[src/rtl/muldiv_pkg.sv]
// Shared codes and state type for the multiply-divide engine.
// Assumes 6-bit function codes shared with the issuing pipeline's decoder.
package muldiv_pkg;
    localparam logic [5:0] FN_MULS = 6'h18;
    localparam logic [5:0] FN_MULU = 6'h19;
    localparam logic [5:0] FN_DIVS = 6'h1A;
    localparam logic [5:0] FN_DIVU = 6'h1B;
    localparam logic [5:0] FN_GETH = 6'h10;
    localparam logic [5:0] FN_GETL = 6'h12;

    typedef enum logic [1:0] {
        ST_IDLE = 2'd0,
        ST_RUN  = 2'd1,
        ST_FIX  = 2'd2
    } md_state_t;
endpackage

[src/rtl/muldiv_magnitude.sv]
// Turns an operand into its magnitude and a sign flag.
// Assumes two's complement; with signed_en low the operand passes unchanged.
module muldiv_magnitude #(
    parameter int WIDTH = 32
) (
    input  logic [WIDTH-1:0] val_i,
    input  logic             signed_en_i,
    output logic [WIDTH-1:0] mag_o,
    output logic             neg_o
);
    // Magnitude and sign selection
    always_comb begin
        neg_o = signed_en_i && val_i[WIDTH-1];
        mag_o = neg_o ? (~val_i + 1'b1) : val_i;
    end
endmodule

[src/rtl/muldiv_mul_step.sv]
// One shift-add multiply step on an upper/lower accumulator pair.
// Assumes the lower half starts out holding the multiplier magnitude.
module muldiv_mul_step #(
    parameter int WIDTH = 32
) (
    input  logic [WIDTH-1:0] upper_i,
    input  logic [WIDTH-1:0] lower_i,
    input  logic [WIDTH-1:0] mcand_i,
    output logic [WIDTH-1:0] upper_o,
    output logic [WIDTH-1:0] lower_o
);
    logic [WIDTH:0] sum;

    // Conditional add, then shift the whole pair right by one bit
    always_comb begin
        sum     = {1'b0, upper_i} + (lower_i[0] ? {1'b0, mcand_i} : '0);
        upper_o = sum[WIDTH:1];
        lower_o = {sum[0], lower_i[WIDTH-1:1]};
    end
endmodule

[src/rtl/muldiv_div_step.sv]
// One restoring-division step: shift one dividend bit in, trial-subtract.
// Assumes rem_i < dvsr_i whenever dvsr_i is non-zero.
module muldiv_div_step #(
    parameter int WIDTH = 32
) (
    input  logic [WIDTH-1:0] rem_i,
    input  logic [WIDTH-1:0] quo_i,
    input  logic [WIDTH-1:0] dvsr_i,
    output logic [WIDTH-1:0] rem_o,
    output logic [WIDTH-1:0] quo_o
);
    logic [WIDTH:0] shifted;
    logic           fits;

    // Trial subtraction and selection of the quotient bit
    always_comb begin
        shifted = {rem_i, quo_i[WIDTH-1]};
        fits    = shifted >= {1'b0, dvsr_i};
        rem_o   = fits ? (shifted[WIDTH-1:0] - dvsr_i) : shifted[WIDTH-1:0];
        quo_o   = {quo_i[WIDTH-2:0], fits};
    end
endmodule

[src/rtl/muldiv_unit.sv]
// Multiply-divide engine with HI/LO result registers and an interlocked read.
// A start takes one cycle; the engine then runs WIDTH steps and one
// sign-correction cycle. A new start always wins over a running operation.
module muldiv_unit
    import muldiv_pkg::*;
#(
    parameter int WIDTH = 32
) (
    input  logic             clk,
    input  logic             rst_n,
    input  logic             start_i,
    input  logic [5:0]       func_i,
    input  logic [WIDTH-1:0] src_a_i,
    input  logic [WIDTH-1:0] src_b_i,
    input  logic             rd_req_i,
    input  logic [5:0]       rd_func_i,
    output logic [WIDTH-1:0] rd_data_o,
    output logic             busy_o,
    output logic             stall_o
);
    localparam int CNT_W  = (WIDTH > 2) ? $clog2(WIDTH) : 1;
    localparam int AGE_W  = $clog2(WIDTH + 2);
    localparam int PROD_W = 2 * WIDTH;

    md_state_t        state_q;
    logic [CNT_W-1:0] step_q;
    logic [WIDTH-1:0] acc_hi_q, acc_lo_q, opnd_b_q;
    logic             is_div_q, neg_res_q, neg_rem_q;
    logic [WIDTH-1:0] hi_q, lo_q;

    logic             code_ok, accept, sign_req, div_req;
    logic [WIDTH-1:0] mag_a, mag_b;
    logic             neg_a, neg_b;
    logic [WIDTH-1:0] mul_hi, mul_lo, div_hi, div_lo;
    logic [PROD_W-1:0] prod_fix;
    logic             rd_hit;

    // Decode of the issued function code
    always_comb begin
        code_ok  = (func_i == FN_MULS) || (func_i == FN_MULU) ||
                   (func_i == FN_DIVS) || (func_i == FN_DIVU);
        accept   = start_i && code_ok;
        sign_req = (func_i == FN_MULS) || (func_i == FN_DIVS);
        div_req  = (func_i == FN_DIVS) || (func_i == FN_DIVU);
    end

    muldiv_magnitude #(.WIDTH(WIDTH)) u_mag_a (
        .val_i(src_a_i), .signed_en_i(sign_req), .mag_o(mag_a), .neg_o(neg_a)
    );
    muldiv_magnitude #(.WIDTH(WIDTH)) u_mag_b (
        .val_i(src_b_i), .signed_en_i(sign_req), .mag_o(mag_b), .neg_o(neg_b)
    );

    muldiv_mul_step #(.WIDTH(WIDTH)) u_mul (
        .upper_i(acc_hi_q), .lower_i(acc_lo_q), .mcand_i(opnd_b_q),
        .upper_o(mul_hi), .lower_o(mul_lo)
    );
    muldiv_div_step #(.WIDTH(WIDTH)) u_div (
        .rem_i(acc_hi_q), .quo_i(acc_lo_q), .dvsr_i(opnd_b_q),
        .rem_o(div_hi), .quo_o(div_lo)
    );

    // Signed correction of the full product in the final cycle
    always_comb begin
        prod_fix = neg_res_q ? (~{acc_hi_q, acc_lo_q} + 1'b1) : {acc_hi_q, acc_lo_q};
    end

    // Sequencer, iteration registers and HI/LO result registers
    always_ff @(posedge clk) begin
        if (!rst_n) begin
            state_q   <= ST_IDLE;
            step_q    <= '0;
            acc_hi_q  <= '0;
            acc_lo_q  <= '0;
            opnd_b_q  <= '0;
            is_div_q  <= 1'b0;
            neg_res_q <= 1'b0;
            neg_rem_q <= 1'b0;
            hi_q      <= '0;
            lo_q      <= '0;
        end else if (accept) begin
            state_q   <= ST_RUN;
            step_q    <= '0;
            acc_hi_q  <= '0;
            acc_lo_q  <= mag_a;
            opnd_b_q  <= mag_b;
            is_div_q  <= div_req;
            neg_res_q <= neg_a ^ neg_b;
            neg_rem_q <= neg_a;
        end else begin
            case (state_q)
                ST_RUN: begin
                    acc_hi_q <= is_div_q ? div_hi : mul_hi;
                    acc_lo_q <= is_div_q ? div_lo : mul_lo;
                    step_q   <= step_q + 1'b1;
                    if (step_q == CNT_W'(WIDTH - 1)) begin
                        state_q <= ST_FIX;
                    end
                end
                ST_FIX: begin
                    if (is_div_q) begin
                        hi_q <= neg_rem_q ? (~acc_hi_q + 1'b1) : acc_hi_q;
                        lo_q <= neg_res_q ? (~acc_lo_q + 1'b1) : acc_lo_q;
                    end else begin
                        hi_q <= prod_fix[PROD_W-1:WIDTH];
                        lo_q <= prod_fix[WIDTH-1:0];
                    end
                    state_q <= ST_IDLE;
                end
                default: state_q <= ST_IDLE;
            endcase
        end
    end

    // Result read port and interlock
    always_comb begin
        busy_o = (state_q != ST_IDLE);
        rd_hit = (rd_func_i == FN_GETH) || (rd_func_i == FN_GETL);
        case (rd_func_i)
            FN_GETH: rd_data_o = hi_q;
            FN_GETL: rd_data_o = lo_q;
            default: rd_data_o = '0;
        endcase
        stall_o = rd_req_i && rd_hit && busy_o;
    end

    // Cycles since the last accepted start, kept only for the latency check
    logic [AGE_W-1:0] age_q;
    always_ff @(posedge clk) begin
        if (!rst_n) begin
            age_q <= '0;
        end else if (accept) begin
            age_q <= '0;
        end else if (busy_o) begin
            age_q <= age_q + 1'b1;
        end
    end

    AST_START_TAKES: assert property (@(posedge clk) disable iff (!rst_n)
        accept |=> busy_o);
    AST_BAD_CODE_IDLE: assert property (@(posedge clk) disable iff (!rst_n)
        (start_i && !code_ok && !busy_o) |=> !busy_o);
    AST_LATENCY_EXACT: assert property (@(posedge clk) disable iff (!rst_n)
        $fell(busy_o) |-> (age_q == AGE_W'(WIDTH + 1)));
    AST_RESULTS_HELD: assert property (@(posedge clk) disable iff (!rst_n)
        (state_q == ST_RUN) |=> $stable({hi_q, lo_q}));
    AST_STEP_RANGE: assert property (@(posedge clk) disable iff (!rst_n)
        (state_q == ST_RUN) |-> (step_q <= CNT_W'(WIDTH - 1)));
    AST_REM_BOUND: assert property (@(posedge clk) disable iff (!rst_n)
        (state_q == ST_RUN && is_div_q && opnd_b_q != '0) |-> (acc_hi_q < opnd_b_q));
endmodule

[config.mk]
export PLATFORM = sky130hd
export DESIGN_NAME = muldiv_unit
export DESIGN_NICKNAME = d
export VERILOG_FILES = /design/src/rtl/muldiv_pkg.sv /design/src/rtl/muldiv_magnitude.sv /design/src/rtl/muldiv_mul_step.sv /design/src/rtl/muldiv_div_step.sv /design/src/rtl/muldiv_unit.sv
export SDC_FILE = /design/constraint.sdc
export NUM_CORES = 1
export LEC_CHECK = 0
export ABC_AREA = 1
export BUFFER_PORTS_ARGS = -buffer_cell sky130_fd_sc_hd__buf_2
export CAP_MARGIN = 20
export CELL_PAD_IN_SITES_DETAIL_PLACEMENT = 0
export CELL_PAD_IN_SITES_GLOBAL_PLACEMENT = 1
export CORE_MARGIN = 2
export CORE_UTILIZATION = 35
export DETAILED_ROUTE_END_ITERATION = 8
export PLACE_DENSITY = 0.71
export SLEW_MARGIN = 15
export SYNTH_ARGS = -nofsm -noshare
export SYNTH_HDL_FRONTEND = slang
export SYNTH_SLANG_ARGS = --single-unit
[constraint.sdc]
create_clock -name clk -period 3.4 [get_ports clk]
set_input_delay 0.34 -clock clk [delete_from_list [all_inputs] [get_ports clk]]
set_output_delay 0.34 -clock clk [all_outputs]
set_load 0.05 [all_outputs]
Word-level counts from Yosys, hierarchy flattened
Cells that the tools add are included.
{ "totals": {"reg_bits": 170, "word_cells": 72} }
{ "op_classes": {"n_addsub": 8, "order_cmp": 1, "eq_ne": 10, "mux": 17, "bitwise": 9, "n_reduce_logical": 16} }
{ "ops": {"columns": ["op", "count"], "rows": [
  ["32-bit two-way mux", 12],
  ["32-bit by 1-bit adder with 32-bit output, second input constant", 4],
  ["32-bit NOT", 4],
  ["64-bit by 1-bit adder with 64-bit output, second input constant", 1],
  ["64-bit two-way mux", 1],
  ["64-bit NOT", 1],
  ["32-bit case mux with 2 select lines", 1],
  ["6-bit by 5-bit == test with 1-bit output, second input constant", 6],
  ["32-bit by 33-bit adder with 33-bit output", 1],
  ["33-bit by 32-bit greater-or-equal comparator with 1-bit output", 1],
  ["32-bit subtractor", 1],
  ["1-bit logical OR", 6],
  ["5-bit by 1-bit adder with 5-bit output, second input constant", 1],
  ["5-bit == test, second input constant", 1],
  ["1-bit logical AND", 5],
  ["2-bit nonzero test", 2],
  ["1-bit two-way mux", 3],
  ["3-bit != test, second input constant", 1],
  ["1-bit NOT", 3],
  ["3-bit OR reduction", 1],
  ["2-bit by 1-bit == test with 1-bit output, second input constant", 1],
  ["2-bit == test, second input constant", 1],
  ["2-bit AND reduction", 1],
  ["2-bit OR reduction", 1],
  ["1-bit XOR", 1]
]} }

Depth between registers and ports, before layout
{ "depth": {"ltp_word": 7, "depth_mapped": 20, "ltp_nobuf": 18} }

By module
From an unflattened synthesis, not the netlist that was laid out.
{ "hier_totals": {"cells_unflattened": 3261, "area_unflattened_um2": 18108.6} }
{ "modules_own_cells": {"columns": ["mod", "n_inst", "cells_each", "area_per_inst_um2", "seq_area_each_um2"], "rows": [
  ["muldiv_unit", 1, 1525, 9678.0, 3403.3],
  ["muldiv_div_step", 1, 679, 3400.8, 0.0],
  ["muldiv_mul_step", 1, 603, 2870.3, 0.0],
  ["muldiv_magnitude", 2, 227, 1079.8, 0.0]
]} }

Least setup slack after synthesis
No wires, ideal clock.
{ "synth_path": {"path_kind": "flip-flop to flip-flop", "from": "reg acc_lo_q[0]", "to": "reg acc_hi_q[13]", "arrival_time_ns": 2.324, "path_slack_ns": 0.959, "path_stages_with_launch": 18, "n_path_buf": 2, "synth_period_minus_slack_ns": 2.441, "cell_sequence": "dfxtp_1 buf_6 clkbuf_1 nand2_1 inv_1 ha_1 fa_1 nand2_1 nand3_1 nand3_1 nand2_1 nand3_1 nand2_1 or2_2 nand3_1 nand3_1 nor2_1 nor2_1"} }
{ "synth_between": {"elab_chain_cells": 3} }
{ "synth_lines": {"columns": ["element", "line", "rtl"], "rows": [
  ["start: declaration", "muldiv_unit.sv:27", "logic [WIDTH-1:0] acc_hi_q, acc_lo_q, opnd_b_q;"],
  ["start signal: assignment", "muldiv_unit.sv:85", "acc_lo_q <= mag_a;"],
  ["start signal: assignment", "muldiv_unit.sv:94", "acc_lo_q <= is_div_q ? div_lo : mul_lo;"],
  ["32-bit two-way mux", "muldiv_mul_step.sv:16", "sum = {1'b0, upper_i} + (lower_i[0] ? {1'b0, mcand_i} : '0);"],
  ["32-bit by 33-bit adder with 33-bit output", "muldiv_mul_step.sv:16", null],
  ["32-bit two-way mux", "muldiv_unit.sv:93", "acc_hi_q <= is_div_q ? div_hi : mul_hi;"],
  ["end signal: assignment", "muldiv_unit.sv:93", null],
  ["end: declaration", "muldiv_unit.sv:27", null]
]} }
No other way between the ends.
A chain may end at the register's enable or synchronous reset.

Final worst setup path
{ "layout_path": {"from": "reg acc_lo_q[0]", "to": "reg acc_hi_q[14]"} }
The elaborated chain is that of the path after synthesis.

==> impl_metrics.py <==
metrics = {
    "sta": {
        "finalWorstPathRequiredPeriod_ns": 3.16,
        "setup_viol_count_final": 0,
        "slew_headroom": 0.326,
        "fin_crit_sh": 0.929,
        "rsz0062_at_grt": "no",
        "slew_violations": 0,
        "finalHoldViolCount": 0,
        "clock.fmax_ghz": 0.317,
        "fin_skew_ns": 0.0185,
        "fin_tns_setup_ns": 0,
        "worstMarginPinSlew_ns": 1.00,
    },
    "setup_path": {
        "cp-endpoint": "acc_hi_q[14]",
        "r2r_end": "acc_hi_q[14]",
        "crit_path_start_kind": "flop",
        "critPathTopFamily": "simple AND/OR/NAND/NOR gates",
        "slowest_stage": "dfxtp_1",
        "critPathBufInv": 4,
        "crit_path_cell_trace": "buf_12 > nand2_1 > inv_1 > ha_1 > nand2_1 > inv_1 > nand2_1 > nand2_1 > a21oi_1 > o21ai_0 > or2_2 > nand3_1 > nand2_1 > inv_1 > a21oi_1",
        "crit_type": "flop to flop",
        "startpoint": "acc_lo_q[0]",
        "critPathArrivalTime_ns": 3.54,
        "worst_r2r_startpoint": "acc_lo_q[0]",
        "crit_path_frequent_cell": "nand2_1",
        "r2r_slack_ns": 0.24,
        "path_max_fanout": 34,
        "cp.required_ns": 3.78,
        "path_depth": 15,
        "r2r.worst_path.cells": 15,
        "critPathMaxStageDelay_ns": 0.39,
        "end_kind": "flop",
    },
    "grt": {
        "grt_max_degree": 111,
        "antenna_found_initial": 3,
        "grt_pass1_vias": 18608,
        "grt_usage": 0.325,
        "grt_first_pass_wirelength_mm": 121,
        "grt_overflow": 0,
    },
    "clocking": {
        "clk_path_buf_depth": 2,
        "holdBufCountCts": 0,
        "cts_buffers": 17,
        "clk_pin_slew_ns": 0.08,
        "cts_root_buf": "clkbuf_16",
        "postCtsSetupBuffers": 0,
        "clock-sinks": 170,
        "tritoncts": "done",
        "htreeDepth": 4,
        "cts_resized": 0,
        "insertion_delay_ns": 0.49,
    },
    "route": {
        "drt_first_iter_violations": 2255,
        "wl_per_cell_um": 22.2,
        "wl_mm": 83.0,
        "vias": 20567,
        "vias_per_cell": 5.49,
        "firstDrtPassIters": 6,
        "drc": 0,
        "drtAntennaViolNets": 0,
    },
    "logic_synthesis": {
        "avgSynthCellArea_um2": 5.61,
        "synth_ff_type": "dfxtp_1",
        "synth_fp_nets": 3180,
        "synth_cell_type_count": 57,
        "seq_area_frac_synth": 0.200,
        "synth_common_cells": "nand2_1, inv_1, nor2_1",
        "yosysWarnings": 0,
        "synth_top_area_cell": "dfxtp_1",
        "syn_area_um2": 17000,
        "syn_inst": 3028,
        "ys_top_cells_by_area": "dfxtp_1, nand2_1, inv_1",
        "async_flop_share": 0,
        "synth_edf_count": 0,
        "yosysMostFrequentCell": "nand2_1",
        "synth_top_area_frac": 0.200,
        "ys_ff_latch": 170,
    },
    "power": {
        "pwr_density_cell_nw_per_um2": 316,
        "p_total_mw": 5.99,
        "peakVddDrop_v": 0.000359,
        "p_leak_nw": 9.72,
    },
    "place": {
        "io_buffers": 113,
        "routabilityCongestion": 1.02,
        "dpl.hpwl_mm": 66.8,
    },
    "die": {
        "initial_core_util": 0.355,
        "ios": 114,
        "fp.dieArea_um2": 50300,
        "die-height_um": 224,
        "die_x_um": 224,
        "placementRows": 80,
        "fp.coreArea_um2": 47800,
    },
    "cells_and_area": {
        "nets": 3269,
        "multi_input_area_um2": 11200,
        "fillerInstances": 5415,
        "regArea_um2": 3410,
        "drive_gt1_frac": 0.0895,
        "fin_util": 0.396,
        "antenna_cells": 0,
        "syn2layout_area_growth_pct": 11.6,
    },
    "min_path": {
        "hold_path_class": "primary input to flop",
        "min-delay-start": "func_i[1]",
        "hold_path_depth": 3,
    },
    "status": {
        "outcome": "finished, final reports clean",
    },
    "flow_run": {
        "drv_cap": 0,
    },
}
==> tightest hold or removal path: stages <==
cell,delay [ns]
buf_2,0.09
nand2_1,0.06
o21ai_0,0.06
==> worst min path at each step <==
stage / to / slack, ns
finish: is_div_q / 0.10
floorplan: lo_q[0] / 0.43
global placement: lo_q[0] / 0.44
global route: is_div_q / 0.15
CTS: is_div_q / 0.08
detailed placement: lo_q[0] / 0.45
==> final cells by class <==
class,instances,share of cell area
clock buffers,19,0.0239
clock inverters,12,0.00746
inverters,528,0.105
multi-input cells,2229,0.588
flip-flops and latches,170,0.180
well taps,615,0.0406
repair buffers,171,0.0554
==> logic make-up (layout without fill, tap and decap cells) <==
kind of cell,Yosys count,in the layout,share of synthesized area
AOI/OAI and AO/OA,568,568,0.185
xor gates and xnor gates,72,72,0.0371
adders and majority gates,72,72,0.0539
buffers and inverters,629,730,0.144
DFF,170,170,0.200
and+or+nand+nor,1517,1517,0.380
==> registers in the layout, summed over array words and instances, names as in the netlist <==
register	count
acc_hi_q	32
acc_lo_q	32
hi_q	32
lo_q	32
opnd_b_q	32
step_q	5
state_q	2
is_div_q	1
neg_rem_q	1
neg_res_q	1
==> power breakdown <==
group,total [mW],switching (mW),internal (mW)
logic,1.86,1.34,0.520
clock network,2.07,0.945,1.12
registers,2.07,0.0467,2.02
==> routing by layer <==
metal	track usage	share of wire	up-vias
met3	0.0687	0.10	128
met2	0.468	0.40	1012
met4	0.106	0.031	4
met1	0.476	0.46	9501
li1	-	-	9922
met5	0	0.00033	-
==> layout by cell type, fill, tap and decap left out, types with 18 or more instances in the layout <==
cell / Yosys / final
dfxtp_1: 170 / 169
nor2_1: 311 / 310
nand4_1: 54 / 54
o22ai_1: 53 / 53
inv_1: 514 / 512
nand3_1: 228 / 228
buf_2: 16 / 113
buf_4: 2 / 54
or2_2: 19 / 19
nor3_1: 29 / 29
o21ai_0: 214 / 214
nand2_1: 808 / 807
ha_1: 70 / 70
a31oi_1: 18 / 18
xor2_1: 57 / 57
a21oi_1: 204 / 204
==> stage by stage <==
| step | hold WS [ns] | std cells | area (um^2) | setup slack [ns] |
|---|---|---|---|---|
| floorplan | 0.430 | 3028 | 17000 | 0.959 |
| global placement | 0.443 | 3713 | 18400 | 0.258 |
| detailed placement | 0.450 | 3713 | 18400 | 0.335 |
| CTS | 0.0802 | 3744 | 19000 | 0.314 |
| global route | 0.146 | 3744 | 19000 | 0.0774 |
| finish | 0.102 | 3744 | 19000 | 0.243 |
No activity file was read; power rests on OpenSTA's default activity.
